## config.mk

```make
export PLATFORM = sky130hd
export DESIGN_NAME = deferred_fault_regfile
export DESIGN_NICKNAME = d
export VERILOG_FILES = /design/src/rtl/dfr_pkg.sv /design/src/rtl/dfr_data_bank.sv /design/src/rtl/dfr_poison_track.sv /design/src/rtl/dfr_issue_ctrl.sv /design/src/rtl/deferred_fault_regfile.sv
export SDC_FILE = /design/constraint.sdc
export NUM_CORES = 1
export LEC_CHECK = 0
export ABC_CLOCK_PERIOD_IN_PS = 6280
export BUFFER_PORTS_ARGS = -buffer_cell sky130_fd_sc_hd__buf_2
export CAP_MARGIN = 20
export CORE_MARGIN = 1
export CORE_UTILIZATION = 60
export DETAILED_ROUTE_END_ITERATION = 10
export PLACE_DENSITY = 0.85
export RECOVER_POWER = 50
export SYNTH_ARGS = -nofsm -noshare
export SYNTH_HDL_FRONTEND = slang
export SYNTH_SLANG_ARGS = --single-unit
```

## constraint.sdc

```tcl
create_clock -name clk -period 6.28 [get_ports clk]
set_clock_uncertainty 0.1 [all_clocks]
set_input_delay 1.57 -clock clk [delete_from_list [all_inputs] [get_ports clk]]
set_output_delay 1.57 -clock clk [all_outputs]
set_load 0.01 [all_outputs]
```

## src/rtl/dfr_pkg.sv

```systemverilog
// Shared types for the deferred-fault register file.
package dfr_pkg;
    // Reason reported alongside a fault pulse.
    typedef enum logic {
        CAUSE_POISON_USE = 1'b0,
        CAUSE_TERM_EXC   = 1'b1
    } fault_cause_e;

    // Outcome selected for one issued instruction.
    typedef enum logic [2:0] {
        ACT_NONE   = 3'd0,
        ACT_WRITE  = 3'd1,
        ACT_POISON = 3'd2,
        ACT_FAULT  = 3'd3,
        ACT_RESUME = 3'd4
    } issue_act_e;
endpackage

```

## src/rtl/dfr_data_bank.sv

```systemverilog
// Data storage for the register file.
// Provides one write port and NRD combinational read ports.
// Assumes index 0 is a constant-zero entry: writes to it are dropped.
module dfr_data_bank #(
    parameter int NREGS = 16,
    parameter int DW    = 32,
    parameter int NRD   = 2,
    localparam int IDXW = $clog2(NREGS)
) (
    input  logic                      clk,
    input  logic                      rst_n,
    input  logic                      we,
    input  logic [IDXW-1:0]           widx,
    input  logic [DW-1:0]             wdata,
    input  logic [NRD-1:0][IDXW-1:0]  rd_idx,
    output logic [NRD-1:0][DW-1:0]    rd_data
);
    logic [NREGS-1:0][DW-1:0] entry_q;

    // Update storage: clear on reset, otherwise write one nonzero entry.
    always_ff @(posedge clk) begin
        if (!rst_n) begin
            entry_q <= '0;
        end else if (we && (widx != '0)) begin
            entry_q[widx] <= wdata;
        end
    end

    // One read mux per port; entry 0 always reads zero.
    for (genvar r = 0; r < NRD; r++) begin : g_rd
        always_comb begin
            rd_data[r] = (rd_idx[r] == '0) ? '0 : entry_q[rd_idx[r]];
        end
    end
endmodule

```

## src/rtl/dfr_poison_track.sv

```systemverilog
// One poison flag per register entry.
// Assumes set and clear are never requested in the same cycle; entry 0 is never marked.
module dfr_poison_track #(
    parameter int NREGS = 16,
    parameter int NRD   = 2,
    localparam int IDXW = $clog2(NREGS)
) (
    input  logic                      clk,
    input  logic                      rst_n,
    input  logic                      set_en,
    input  logic                      clr_en,
    input  logic [IDXW-1:0]           idx,
    input  logic [NRD-1:0][IDXW-1:0]  rd_idx,
    output logic [NRD-1:0]            rd_psn
);
    logic [NREGS-1:0] psn_q;

    // Maintain flags: reset clears all, set or clear a nonzero entry.
    always_ff @(posedge clk) begin
        if (!rst_n) begin
            psn_q <= '0;
        end else if (idx != '0) begin
            if (set_en) begin
                psn_q[idx] <= 1'b1;
            end else if (clr_en) begin
                psn_q[idx] <= 1'b0;
            end
        end
    end

    // One flag lookup per read port.
    for (genvar r = 0; r < NRD; r++) begin : g_rd
        assign rd_psn[r] = psn_q[rd_idx[r]];
    end


    poison_set_lands_chk: assert property (@(posedge clk) disable iff (!rst_n)
        (set_en && idx != '0) |=> psn_q[$past(idx)]);


    poison_clear_lands_chk: assert property (@(posedge clk) disable iff (!rst_n)
        (clr_en && !set_en && idx != '0) |=> !psn_q[$past(idx)]);
endmodule

```

## src/rtl/dfr_issue_ctrl.sv

```systemverilog
// Decides what one issued instruction does to the register file.
// It writes, poisons its destination, faults, requests a resume, or does nothing.
// Registers the fault and resume reports.
// Assumes the source poison flags come from the poison tracker in the same cycle.
module dfr_issue_ctrl
    import dfr_pkg::*;
#(
    parameter int NREGS = 16,
    localparam int IDXW = $clog2(NREGS)
) (
    input  logic             clk,
    input  logic             rst_n,
    input  logic             issue_vld,
    input  logic             issue_spec,
    input  logic [IDXW-1:0]  src_a_idx,
    input  logic             src_a_use,
    input  logic             src_a_psn,
    input  logic [IDXW-1:0]  src_b_idx,
    input  logic             src_b_use,
    input  logic             src_b_psn,
    input  logic [IDXW-1:0]  dst_idx,
    input  logic             dst_we,
    input  logic             exc_vld,
    input  logic             exc_term,
    output logic             bank_we,
    output logic             psn_set,
    output logic             psn_clr,
    output logic             fault_vld,
    output fault_cause_e     fault_cause,
    output logic [IDXW-1:0]  fault_idx,
    output logic             resume_req
);
    issue_act_e      act;
    fault_cause_e    cause_d;
    logic [IDXW-1:0] fidx_d;
    logic            a_hit;
    logic            b_hit;

    // Select the outcome by precedence: poisoned use, resumable, terminating, propagation, write.
    always_comb begin
        a_hit   = src_a_use && src_a_psn;
        b_hit   = src_b_use && src_b_psn;
        act     = ACT_NONE;
        cause_d = CAUSE_POISON_USE;
        fidx_d  = a_hit ? src_a_idx : src_b_idx;
        if (issue_vld) begin
            if (!issue_spec && (a_hit || b_hit)) begin
                act = ACT_FAULT;
            end else if (exc_vld && !exc_term) begin
                act = ACT_RESUME;
            end else if (exc_vld && issue_spec) begin
                act = dst_we ? ACT_POISON : ACT_NONE;
            end else if (exc_vld) begin
                act     = ACT_FAULT;
                cause_d = CAUSE_TERM_EXC;
                fidx_d  = dst_idx;
            end else if (issue_spec && (a_hit || b_hit)) begin
                act = dst_we ? ACT_POISON : ACT_NONE;
            end else if (dst_we) begin
                act = ACT_WRITE;
            end
        end
    end

    assign bank_we = (act == ACT_WRITE);
    assign psn_clr = (act == ACT_WRITE);
    assign psn_set = (act == ACT_POISON);

    // Register the fault and resume reports for the following cycle.
    always_ff @(posedge clk) begin
        if (!rst_n) begin
            fault_vld   <= 1'b0;
            fault_cause <= CAUSE_POISON_USE;
            fault_idx   <= '0;
            resume_req  <= 1'b0;
        end else begin
            fault_vld   <= (act == ACT_FAULT);
            fault_cause <= cause_d;
            fault_idx   <= fidx_d;
            resume_req  <= (act == ACT_RESUME);
        end
    end


    fault_from_normal_chk: assert property (@(posedge clk) disable iff (!rst_n)
        fault_vld |-> $past(issue_vld && !issue_spec));


    fault_blocks_write_chk: assert property (@(posedge clk) disable iff (!rst_n)
        fault_vld |-> !$past(bank_we));


    resume_from_resumable_chk: assert property (@(posedge clk) disable iff (!rst_n)
        resume_req |-> $past(issue_vld && exc_vld && !exc_term && !bank_we));


    report_exclusive_chk: assert property (@(posedge clk) disable iff (!rst_n)
        !(fault_vld && resume_req));
endmodule

```

## src/rtl/deferred_fault_regfile.sv

```systemverilog
// Register file with a poison flag per entry.
// Speculative terminating exceptions are deferred until a normal instruction consumes the result.
// Assumes one instruction per cycle.
// Read ports A and B follow the source indices whether or not an instruction issues.
module deferred_fault_regfile
    import dfr_pkg::*;
#(
    parameter int NREGS = 16,
    parameter int DW    = 32,
    localparam int IDXW = $clog2(NREGS),
    localparam int NRD  = 2
) (
    input  logic             clk,
    input  logic             rst_n,
    input  logic             issue_vld,
    input  logic             issue_spec,
    input  logic [IDXW-1:0]  src_a_idx,
    input  logic             src_a_use,
    input  logic [IDXW-1:0]  src_b_idx,
    input  logic             src_b_use,
    input  logic [IDXW-1:0]  dst_idx,
    input  logic             dst_we,
    input  logic [DW-1:0]    dst_wdata,
    input  logic             exc_vld,
    input  logic             exc_term,
    output logic [DW-1:0]    rd_a_data,
    output logic [DW-1:0]    rd_b_data,
    output logic             rd_a_poison,
    output logic             rd_b_poison,
    output logic             fault_vld,
    output logic             fault_cause,
    output logic [IDXW-1:0]  fault_idx,
    output logic             resume_req
);
    logic [NRD-1:0][IDXW-1:0] rd_idx;
    logic [NRD-1:0][DW-1:0]   rd_data;
    logic [NRD-1:0]           rd_psn;
    logic                     bank_we;
    logic                     psn_set;
    logic                     psn_clr;
    fault_cause_e             cause_e;

    assign rd_idx[0]   = src_a_idx;
    assign rd_idx[1]   = src_b_idx;
    assign rd_a_data   = rd_data[0];
    assign rd_b_data   = rd_data[1];
    assign rd_a_poison = rd_psn[0];
    assign rd_b_poison = rd_psn[1];
    assign fault_cause = cause_e;

    dfr_data_bank #(.NREGS(NREGS), .DW(DW), .NRD(NRD)) u_bank (
        .clk     (clk),
        .rst_n   (rst_n),
        .we      (bank_we),
        .widx    (dst_idx),
        .wdata   (dst_wdata),
        .rd_idx  (rd_idx),
        .rd_data (rd_data)
    );

    dfr_poison_track #(.NREGS(NREGS), .NRD(NRD)) u_psn (
        .clk    (clk),
        .rst_n  (rst_n),
        .set_en (psn_set),
        .clr_en (psn_clr),
        .idx    (dst_idx),
        .rd_idx (rd_idx),
        .rd_psn (rd_psn)
    );

    dfr_issue_ctrl #(.NREGS(NREGS)) u_ctrl (
        .clk         (clk),
        .rst_n       (rst_n),
        .issue_vld   (issue_vld),
        .issue_spec  (issue_spec),
        .src_a_idx   (src_a_idx),
        .src_a_use   (src_a_use),
        .src_a_psn   (rd_psn[0]),
        .src_b_idx   (src_b_idx),
        .src_b_use   (src_b_use),
        .src_b_psn   (rd_psn[1]),
        .dst_idx     (dst_idx),
        .dst_we      (dst_we),
        .exc_vld     (exc_vld),
        .exc_term    (exc_term),
        .bank_we     (bank_we),
        .psn_set     (psn_set),
        .psn_clr     (psn_clr),
        .fault_vld   (fault_vld),
        .fault_cause (cause_e),
        .fault_idx   (fault_idx),
        .resume_req  (resume_req)
    );


    zero_entry_clean_chk: assert property (@(posedge clk) disable iff (!rst_n)
        (src_a_idx == '0) |-> (!rd_a_poison && rd_a_data == '0));


    idle_no_report_chk: assert property (@(posedge clk) disable iff (!rst_n)
        !$past(issue_vld) |-> (!fault_vld && !resume_req));
endmodule

```

==> flow_metrics.py <==
metrics = {
    "drt": {
        "ant_nets": 0,
        "dr.pass1.iters": 6,
        "wl_per_cell_um": 25.0,
        "vias": 19600,
        "drc": 0,
        "drt-total-wl_um": 74500,
        "drtIter0Drc": 2140,
        "via_per_inst": 6.61,
    },
    "sta": {
        "fin_crit_sh_pct": 90.5,
        "holdWs_ps": 371,
        "slew_viol_final": 642,
        "fin_setup_tns_ps": 0,
        "layout_setup_ws_ps": 595,
        "tightest_slew_ps": 2750,
        "setup_viol": 0,
        "max_slew_margin_pct": -83.6,
        "rsz0062_at_grt": "false",
        "max_freq_mhz": 176,
        "final_hold_viol_count": 0,
        "fin_crit_ps": 5680,
    },
    "logic_synthesis": {
        "ys.warnings.count": 0,
        "syn_inst": 2325,
        "yosys-top-cells-area": "dfxtp_1 (39%), mux4_2 (26%), mux2i_1 (18%), nand2_1 (7.3%), clkbuf_1 (1.7%)",
        "syn-cell-area_um2": 27600,
        "synth-seq-cells": 535,
        "synth_xor_area_share_pct": 0,
        "ys_types": 40,
        "synth_compound_area_share_pct": 0.617,
        "synth_top_cell_by_area": "dfxtp_1",
        "muxShareOfSynthArea_pct": 44.4,
        "avgSynthCellArea_um2": 11.9,
        "synthDominantCellAreaShare_pct": 38.8,
        "syn_nets": 2378,
        "ys_seq_area_share_pct": 38.8,
        "synth-simple-area-share_pct": 11.7,
        "synth-adder-area-share_pct": 0,
        "synth_top_family_by_area": "multiplexers",
    },
    "clock_network": {
        "clk_path_buf_depth": 3,
        "cts_setup_buffers": 0,
        "post_cts_resized": 0,
        "cts.sinks": 535,
        "ctsHoldBuffers": 0,
        "cts_made_buffers": 54,
        "cts_tree": "done",
        "cts_root_buf": "clkbuf_16",
        "clk_latency_ps": 600,
        "htreeDepth": 2,
        "clkTransAtPathRegs_ps": 60,
    },
    "status": {
        "status": "finished, violations left",
        "violations": "max-capacitance violations, max-slew violations",
    },
    "layout": {
        "fillers": 3161,
        "area_growth_pct": 9.36,
        "mostFrequentLayoutCell": "dfxtp_1",
        "utilization_pct": 66.5,
        "final_cell_mix": "dfxtp_1 (535), nand2_1 (534), mux2i_1 (502)",
        "nets": 2383,
        "drive_above_1_share_pct": 25.2,
        "n_antenna_cell": 0,
    },
    "worst_setup_path": {
        "worst-setup-path-type": "primary input to register",
        "start_kind": "primary input",
        "crit_cells": 8,
        "worst-path-max-fanout": 57,
        "reg2regPathDepth": 7,
        "critPathTopFamily": "buffers and inverters",
        "cpPeakStageDelay_ps": 1330,
        "endpoint_kind": "register",
        "worst-path-buf-inv": 2,
        "crit_chain": "buf_6 > mux2i_1 > mux4_2 > or2_0 > o22ai_1 > nor3_4 > clkbuf_2 > mux2i_1",
        "crit_path_frequent_cell": "mux2i_1",
        "worstPathArrival_ps": 6070,
        "cp.required_ps": 6660,
        "worst_path_max_delay_cell": "o22ai_1",
    },
    "die": {
        "dieArea_um2": 46800,
        "die_height_um": 216,
        "row_count": 78,
        "die_width_um": 216,
        "core_area_um2": 45400,
        "start_util_pct": 60.8,
        "io_pins": 126,
    },
    "worst_hold_path": {
        "holdPathStages": 2,
        "worstHoldPathType": "register to register",
    },
    "power_and_ir_drop": {
        "power_leakage_uw": 0.0103,
        "irDropWorstVdd_v": 0.000210,
        "cellPowerDensity_nw_per_um2": 245,
        "total_power_uw": 7380,
    },
    "global_routing": {
        "grt_pass1_vias": 20500,
        "grt_max_degree": 144,
        "grt_overflow": 0,
        "grt_pass1_wl_um": 115000,
        "track_usage_pct": 31.6,
        "antenna_found_initial": 1,
    },
    "placed_design": {
        "dp_hpwl_um": 42200,
        "numPortBuffers": 125,
        "gp_congestion": 0.813,
        "post-place-ws_ps": 809,
    },
    "job": {
        "maxCapViolCount": 11,
    },
}
==> registers in the layout (all words and copies together), names as in the netlist, named ones only <==
name and cells:
u_bank.entry_q 512, u_ctrl.resume_req 1, u_ctrl.fault_vld 1, u_ctrl.fault_idx 4, u_ctrl.fault_cause 1
==> report_power, final <==
group          total (µW)  switching, µW  internal, µW
Sequential           3420           9.48          3410
Combinational         464            304           160
Clock                3500           1390          2110
Total                7380           1700          5680
==> cell type report <==
cell class	count	area, µm²	share of cell area (%)
well taps	600	751	2.49
inverters	4	15.0	0.0498
repair buffers	176	1170	3.87
clock buffers	78	1660	5.49
flip-flops and latches	535	10700	35.5
multi-input cells	1559	15600	51.6
clock inverters	21	289	0.958
==> per-stage QoR <==
stage	cell area [µm²]	std cells
floorplan	27600	2325
global placement	28400	2874
detailed placement	28400	2874
CTS	30400	2973
global route	30200	2973
finish	30200	2973
==> worst paths after layout <==
path / startpoint / to / slack [ps]
min: u_bank.entry_q[330] / u_bank.entry_q[330] / 370
max: src_a_idx[1] / u_bank.entry_q[451] / 600
max reg2reg: register / u_bank.entry_q[451] / 1810
min reg2reg: u_bank.entry_q[330] / u_bank.entry_q[330] / 370
==> synthesized netlist by cell type (all sizes together) <==
cell type  count
nor2          18
nand2        534
nand2b         4
nor3          34
nor4b          1
mux4         321
a221oi         2
dfxtp        535
inv            3
nor2b         64
clkinv         1
o21ai          2
buf          103
nor4           2
o21bai         1
a21oi         13
or3            4
or2            1
o22ai          2
nand3          3
mux2i        502
o211ai         1
a211oi         1
clkbuf       124
and2          33
nand4          4
a21o           1
a31oi          2
nand4b         1
o41ai          1
nand3b         7
==> logic make-up (layout without fill, tap and decap cells) <==
family                 count (synthesis)  after routing
buffers and inverters                231            279
muxes                                823            823
and+or+nand+nor                      710            710
DFF                                  535            535
AOI/OAI and AO/OA                     26             26
==> worst reg2reg max path, delay by kind of cell (launching register included) <==
| family | cells | cell delay [ps] |
|---|---|---|
| AO/OA/AOI/OAI | 1 | 1330 |
| buffers and inverters | 1 | 1020 |
| flip-flops | 1 | 360 |
| multiplexers | 3 | 1220 |
| AND/OR/NAND/NOR | 2 | 320 |
==> routing by layer <==
metal	GRT usage [%]	vias to the layer above	part of all wire (%)
li1	-	8448	-
met1	39.1	9889	37
met4	17.0	0	5.0
met3	4.87	268	8.2
met2	53.4	1041	50
met5	0	-	0
(Power assumes the default switching activity.)
